[src/rtl/sdma_pkg.sv]
package sdma_pkg;

    typedef enum logic [1:0] {
        ENG_IDLE  = 2'd0,
        ENG_FETCH = 2'd1,
        ENG_STORE = 2'd2
    } eng_state_e;

    localparam logic [7:0] OPC_READ = 8'h01;

    localparam logic [1:0] OFS_CMD  = 2'd0;
    localparam logic [1:0] OFS_LBA  = 2'd1;
    localparam logic [1:0] OFS_DEST = 2'd2;
    localparam logic [1:0] OFS_STAT = 2'd3;

    localparam int STAT_BUSY_BIT = 0;
    localparam int STAT_DONE_BIT = 1;

endpackage

[src/rtl/sdma_regs.sv]
module sdma_regs
    import sdma_pkg::*;
#(
    parameter int DATA_W = 32,
    parameter int LBA_W  = 32,
    parameter int ADDR_W = 32
) (
    input  logic              clk,
    input  logic              rst_n,
    input  logic              wr,
    input  logic [1:0]        addr,
    input  logic [DATA_W-1:0] wdata,
    input  logic              busy,
    input  logic              finish,
    output logic [DATA_W-1:0] rdata,
    output logic              start,
    output logic [LBA_W-1:0]  lba,
    output logic [ADDR_W-1:0] dest,
    output logic              irq
);

    typedef struct packed {
        logic [LBA_W-1:0]  lba;
        logic [ADDR_W-1:0] dest;
        logic              done;
    } regs_t;

    regs_t r_q, r_d;

    always_comb begin
        r_d   = r_q;
        start = wr && (addr == OFS_CMD) && (wdata[7:0] == OPC_READ) && !busy;
        if (wr && (addr == OFS_LBA)) begin
            r_d.lba = wdata[LBA_W-1:0];
        end
        if (wr && (addr == OFS_DEST)) begin
            r_d.dest = wdata[ADDR_W-1:0];
        end
        if (wr && (addr == OFS_STAT) && wdata[STAT_DONE_BIT]) begin
            r_d.done = 1'b0;
        end
        // a finishing transfer overrides a clear in the same cycle
        if (finish) begin
            r_d.done = 1'b1;
        end
    end

    always_ff @(posedge clk or negedge rst_n) begin
        if (!rst_n) begin
            r_q <= '0;
        end else begin
            r_q <= r_d;
        end
    end

    always_comb begin
        rdata = '0;
        case (addr)
            OFS_LBA:  rdata = DATA_W'(r_q.lba);
            OFS_DEST: rdata = DATA_W'(r_q.dest);
            OFS_STAT: begin
                rdata[STAT_BUSY_BIT] = busy;
                rdata[STAT_DONE_BIT] = r_q.done;
            end
            default:  rdata = '0;
        endcase
    end

    assign lba  = r_q.lba;
    assign dest = r_q.dest;
    assign irq  = r_q.done;

endmodule

[src/rtl/sdma_engine.sv]
module sdma_engine
    import sdma_pkg::*;
#(
    parameter int DATA_W = 32,
    parameter int ADDR_W = 32,
    parameter int LBA_W  = 32,
    parameter int WORDS  = 128,
    localparam int IDX_W = $clog2(WORDS)
) (
    input  logic              clk,
    input  logic              rst_n,
    input  logic              start,
    input  logic [LBA_W-1:0]  lba_in,
    input  logic [ADDR_W-1:0] dest_in,
    output logic              sto_req,
    output logic [LBA_W-1:0]  sto_lba,
    output logic [IDX_W-1:0]  sto_word,
    input  logic              sto_ack,
    input  logic [DATA_W-1:0] sto_rdata,
    output logic              mem_req,
    output logic [ADDR_W-1:0] mem_addr,
    output logic [DATA_W-1:0] mem_wdata,
    input  logic              mem_ack,
    output logic              busy,
    output logic              finish
);

    localparam logic [ADDR_W-1:0] STEP     = ADDR_W'(DATA_W / 8);
    localparam logic [ADDR_W-1:0] ALIGN_MK = ~(STEP - ADDR_W'(1));
    localparam logic [IDX_W-1:0]  LAST_IDX = IDX_W'(WORDS - 1);

    typedef struct packed {
        eng_state_e        st;
        logic [LBA_W-1:0]  lba;
        logic [ADDR_W-1:0] addr;
        logic [IDX_W-1:0]  idx;
        logic [DATA_W-1:0] word;
    } eng_t;

    eng_t e_q, e_d;

    always_comb begin
        e_d    = e_q;
        finish = 1'b0;
        unique case (e_q.st)
            ENG_IDLE: begin
                if (start) begin
                    e_d.st   = ENG_FETCH;
                    e_d.lba  = lba_in;
                    e_d.addr = dest_in & ALIGN_MK;
                    e_d.idx  = '0;
                end
            end
            ENG_FETCH: begin
                if (sto_ack) begin
                    e_d.word = sto_rdata;
                    e_d.st   = ENG_STORE;
                end
            end
            ENG_STORE: begin
                if (mem_ack) begin
                    e_d.addr = e_q.addr + STEP;
                    if (e_q.idx == LAST_IDX) begin
                        e_d.st = ENG_IDLE;
                        finish = 1'b1;
                    end else begin
                        e_d.idx = e_q.idx + IDX_W'(1);
                        e_d.st  = ENG_FETCH;
                    end
                end
            end
            default: e_d.st = ENG_IDLE;
        endcase
    end

    always_ff @(posedge clk or negedge rst_n) begin
        if (!rst_n) begin
            e_q <= '0;
        end else begin
            e_q <= e_d;
        end
    end

    assign sto_req   = (e_q.st == ENG_FETCH);
    assign sto_lba   = e_q.lba;
    assign sto_word  = e_q.idx;
    assign mem_req   = (e_q.st == ENG_STORE);
    assign mem_addr  = e_q.addr;
    assign mem_wdata = e_q.word;
    assign busy      = (e_q.st != ENG_IDLE);

endmodule

[src/rtl/sdma_ctrl.sv]
module sdma_ctrl #(
    parameter int SECTOR_BYTES = 512,
    parameter int DATA_W       = 32,
    parameter int ADDR_W       = 32,
    parameter int LBA_W        = 32,
    localparam int WORDS       = SECTOR_BYTES / (DATA_W / 8),
    localparam int IDX_W       = $clog2(WORDS)
) (
    input  logic              clk,
    input  logic              rst_n,
    input  logic              reg_wr,
    input  logic [1:0]        reg_addr,
    input  logic [DATA_W-1:0] reg_wdata,
    output logic [DATA_W-1:0] reg_rdata,
    output logic              sto_req,
    output logic [LBA_W-1:0]  sto_lba,
    output logic [IDX_W-1:0]  sto_word,
    input  logic              sto_ack,
    input  logic [DATA_W-1:0] sto_rdata,
    output logic              mem_req,
    output logic [ADDR_W-1:0] mem_addr,
    output logic [DATA_W-1:0] mem_wdata,
    input  logic              mem_ack,
    output logic              irq
);

    logic              start;
    logic              busy;
    logic              finish;
    logic [LBA_W-1:0]  lba;
    logic [ADDR_W-1:0] dest;

    sdma_regs #(
        .DATA_W(DATA_W),
        .LBA_W (LBA_W),
        .ADDR_W(ADDR_W)
    ) u_regs (
        .clk   (clk),
        .rst_n (rst_n),
        .wr    (reg_wr),
        .addr  (reg_addr),
        .wdata (reg_wdata),
        .busy  (busy),
        .finish(finish),
        .rdata (reg_rdata),
        .start (start),
        .lba   (lba),
        .dest  (dest),
        .irq   (irq)
    );

    sdma_engine #(
        .DATA_W(DATA_W),
        .ADDR_W(ADDR_W),
        .LBA_W (LBA_W),
        .WORDS (WORDS)
    ) u_engine (
        .clk      (clk),
        .rst_n    (rst_n),
        .start    (start),
        .lba_in   (lba),
        .dest_in  (dest),
        .sto_req  (sto_req),
        .sto_lba  (sto_lba),
        .sto_word (sto_word),
        .sto_ack  (sto_ack),
        .sto_rdata(sto_rdata),
        .mem_req  (mem_req),
        .mem_addr (mem_addr),
        .mem_wdata(mem_wdata),
        .mem_ack  (mem_ack),
        .busy     (busy),
        .finish   (finish)
    );

endmodule

[config.mk]
export PLATFORM = sky130hd
export DESIGN_NAME = sdma_ctrl
export DESIGN_NICKNAME = d
export VERILOG_FILES = /design/src/rtl/sdma_pkg.sv /design/src/rtl/sdma_regs.sv /design/src/rtl/sdma_engine.sv /design/src/rtl/sdma_ctrl.sv
export SDC_FILE = /design/constraint.sdc
export NUM_CORES = 1
export LEC_CHECK = 0
export ABC_AREA = 1
export CAP_MARGIN = 20
export CORE_ASPECT_RATIO = 0.75
export CORE_MARGIN = 4
export CORE_UTILIZATION = 43
export DETAILED_ROUTE_END_ITERATION = 16
export DONT_BUFFER_PORTS = 1
export PLACE_DENSITY_LB_ADDON = 0.12
export SYNTH_ARGS = -nofsm -noshare
export SYNTH_HDL_FRONTEND = slang
export SYNTH_SLANG_ARGS = --single-unit
[constraint.sdc]
create_clock -name clk -period 2.3 [get_ports clk]
set_input_delay 0.575 -clock clk [delete_from_list [all_inputs] [get_ports clk]]
set_output_delay 0.575 -clock clk [all_outputs]
set_load 0.02 [all_outputs]
==> results.sh <==
export IMPL_status="finished, violations left"
export IMPL_violations="negative hold slack"
export IMPL_core_sq_um=20400
export IMPL_detail_route_antenna_nets=0
export IMPL_vias=6804
export IMPL_grt_antenna_before_repair=0
export IMPL_portBuffers=0
export IMPL_synth_edff_count=0
export IMPL_setup_viol=0
export IMPL_slowest_stage="dfrtp_1"
export IMPL_cts_sinks=168
export IMPL_syn_area_sq_um=9040
export IMPL_critPathRequiredTime_ns=1.73
export IMPL_fin_skew_ns=0.0115
export IMPL_die_h_microns=134
export IMPL_nets=1153
export IMPL_syn_to_final_growth_pct=4.86
export IMPL_dr_pass1_iters=6
export IMPL_htreeDepth=4
export IMPL_path_class="reg2out"
export IMPL_static_leakage_power_uw=0.00467
export IMPL_final_layout_size_suffix_gt1_share_pct=12.6
export IMPL_initial_core_util_pct=44.2
export IMPL_grt_use_total_pct=20.1
export IMPL_end_kind="output pin"
export IMPL_post_cts_resized=0
export IMPL_synth_area_leaders="dfrtp_1 47%, nand2_1 18%, buf_4 8.6%, o21ai_0 4.3%, mux2_2 4.0%"
export IMPL_grt_pass1_wl_microns=37100
export IMPL_worstPathBufferInverterCount=2
export IMPL_syn_area_per_cell_sq_um=7.82
export IMPL_r2r_start="u_engine.mem_addr[14]$_DFFE_PN0P_"
export IMPL_yosysTopAreaCell="dfrtp_1"
export IMPL_insertion_delay_ns=0.44
export IMPL_synth_cells=1155
export IMPL_synth_common_cells="424 x nand2_1, 168 x dfrtp_1, 104 x buf_4, 89 x inv_1, 77 x o21ai_0"
export IMPL_path_cells="nor2_1 > inv_1 > nand2_1 > a31oi_1 > buf_4"
export IMPL_routed_wl_microns=23300
export IMPL_max_freq_mhz=465
export IMPL_synthArstFlopShare_pct=100
export IMPL_ys_seq_elements=168
export IMPL_routedWlPerCell_microns=17.0
export IMPL_root_buffer="clkbuf_16"
export IMPL_ys_types=35
export IMPL_cp_slowest_stage_delay_ns=0.43
export IMPL_grt_max_degree=169
export IMPL_rsz0062_at_grt="false"
export IMPL_r2r_slack_ns=0.40
export IMPL_pin_count=209
export IMPL_crit_fanout=5
export IMPL_post_cts_buffers=0
export IMPL_synth_top_area_share_pct=46.5
export IMPL_die_x_microns=175
export IMPL_vdd_ir_drop_max_uv=534
export IMPL_diodes=0
export IMPL_period_needed_ns=2.15
export IMPL_ys_warn_count=0
export IMPL_hold_violations=168
export IMPL_drc=0
export IMPL_synth_most_common_cell="nand2_1"
export IMPL_cts_tree="built"
export IMPL_post_route_period_util_pct=93.5
export IMPL_p_per_area_nw_per_um2=1020
export IMPL_synth_seq_area_share_pct=46.5
export IMPL_clock_tree_buffer_depth=2
export IMPL_crit_arrival_ns=1.57
export IMPL_via_per_inst=4.97
export IMPL_hold_path_class="in2async"
export IMPL_holdWs_ns=-0.178
export IMPL_dieArea_sq_um=23400
export IMPL_drv_cap=0
export IMPL_place_gp_congestion=0.893
export IMPL_cts_clk_slew_worst_paths_ns=0.08
export IMPL_grt_overflow=0
export IMPL_start_kind="flip-flop"
export IMPL_finalSetupTns_ns=0
export IMPL_synthFlopType="dfrtp_1"
export IMPL_dp_hpwl_microns=16500
export IMPL_drt_initial_drc_count=433
export IMPL_setup_worst_path_start="u_engine.e_q[104]$_DFFE_PN0P_"
export IMPL_crit_family="flip-flops"
export IMPL_num_rows=45
export IMPL_numCtsBuffers=17
export IMPL_grt_pass1_vias=6570
export IMPL_slew_viol_final=0
-- worst paths after layout --
path	end	depth (start not counted)
setup / recovery	reg_rdata[0]	5
hold / removal	u_engine.sto_lba[2]$_DFFE_PN0P_	0
setup reg to reg	u_engine.mem_addr[24]$_DFFE_PN0P_	8
hold reg to reg	u_regs.dest[0]$_DFFE_PN0P_	2
max in group asynchronous	u_engine.mem_addr[16]$_DFFE_PN0P_	0
min in group clk	u_engine.e_q[103]$_DFFE_PN0P_	1
-- metal layers --
metal | track usage, % | wire, microns | vias to the layer above
li1 | - | - | 3337
met1 | 28.5 | 11000 | 3266
met2 | 30.1 | 10400 | 183
met3 | 6.50 | 1700 | 18
met4 | 4.75 | 253 | 0
met5 | 0 | 0 | -
-- state kept, by name, indices dropped and copies added, names as in the netlist --
register / flops
u_engine.mem_wdata: 32
u_engine.sto_lba: 32
u_regs.dest: 32
u_regs.lba: 32
u_engine.mem_addr: 30
u_engine.sto_word: 7
u_engine.e_q: 2
u_regs.irq: 1
-- worst reg2reg max path, stage by stage, from the launching register on --
cell,delay [ns]
dfrtp_1,0.56
nand2_1,0.14
nor2_1,0.36
nand2_1,0.12
nor2_2,0.27
nand2_1,0.10
nand2_1,0.07
nand3_1,0.06
a21boi_1,0.15
-- cells by family (layout without fill, tap and decap cells) --
family                     after synthesis  in the layout  share of synthesized area (%)
and+or+nand+nor                        566            566                           25.2
buffers and inverters                  241            173                           15.0
DFF                                    168            168                           46.5
AOI/OAI and AO/OA                      137            137                           7.96
muxes                                   32             32                           3.99
adders and majority gates                7              7                          0.969
xor gates and xnor gates                 3              3                          0.291
other                                    1              2                         0.0415
-- layout make-up --
cell class	instances	area [sq um]
fill	2116	11000
timing repair buffer	48	473
tap	282	353
multi-input combinational	747	3500
inverter	93	349
clock inverter	14	163
sequential	168	4200
clock buffer	18	439
-- cells in the final DEF (no fill, tap or decap), types with 4 or more instances in the layout --
cell | netlist | final
a21boi_1 | 6 | 6
a21oi_1 | 42 | 42
buf_12 | 0 | 9
buf_4 | 104 | 39
clkbuf_16 | 0 | 17
clkinvlp_4 | 0 | 4
dfrtp_1 | 168 | 168
ha_1 | 7 | 7
inv_1 | 89 | 89
inv_2 | 4 | 4
inv_6 | 0 | 5
mux2_2 | 32 | 32
nand2_1 | 424 | 422
nand2_2 | 6 | 8
nand3_1 | 39 | 38
nor2_1 | 74 | 74
nor2_2 | 4 | 4
nor2_4 | 5 | 5
o21ai_0 | 77 | 77
o21ai_1 | 4 | 4
-- stage by stage --
stage	power (uW)	area [sq um]	setup WS [ns]	utilization, %	std cells
6_report	9670	9480	0.150	46.4	1370
5_1_grt	10200	9480	0.0301	46.4	1370
4_1_cts	9780	9480	0.110	46.4	1370
3_5_place_dp	6790	8870	0.195	43.4	1338
3_3_place_gp	6750	8870	0.216	43.4	1338
2_1_floorplan	6680	9040	0.0264	-	1156
-- where the power goes --
part / switching [uW] / total (uW) / leakage, uW / internal, uW
clock network: 1310 / 2970 / 0.000282 / 1660
logic: 1210 / 2060 / 0.00223 / 843
registers: 1070 / 4640 / 0.00215 / 3570
total: 3600 / 9670 / 0.00467 / 6070
No activity file was read; power rests on OpenSTA's default activity.
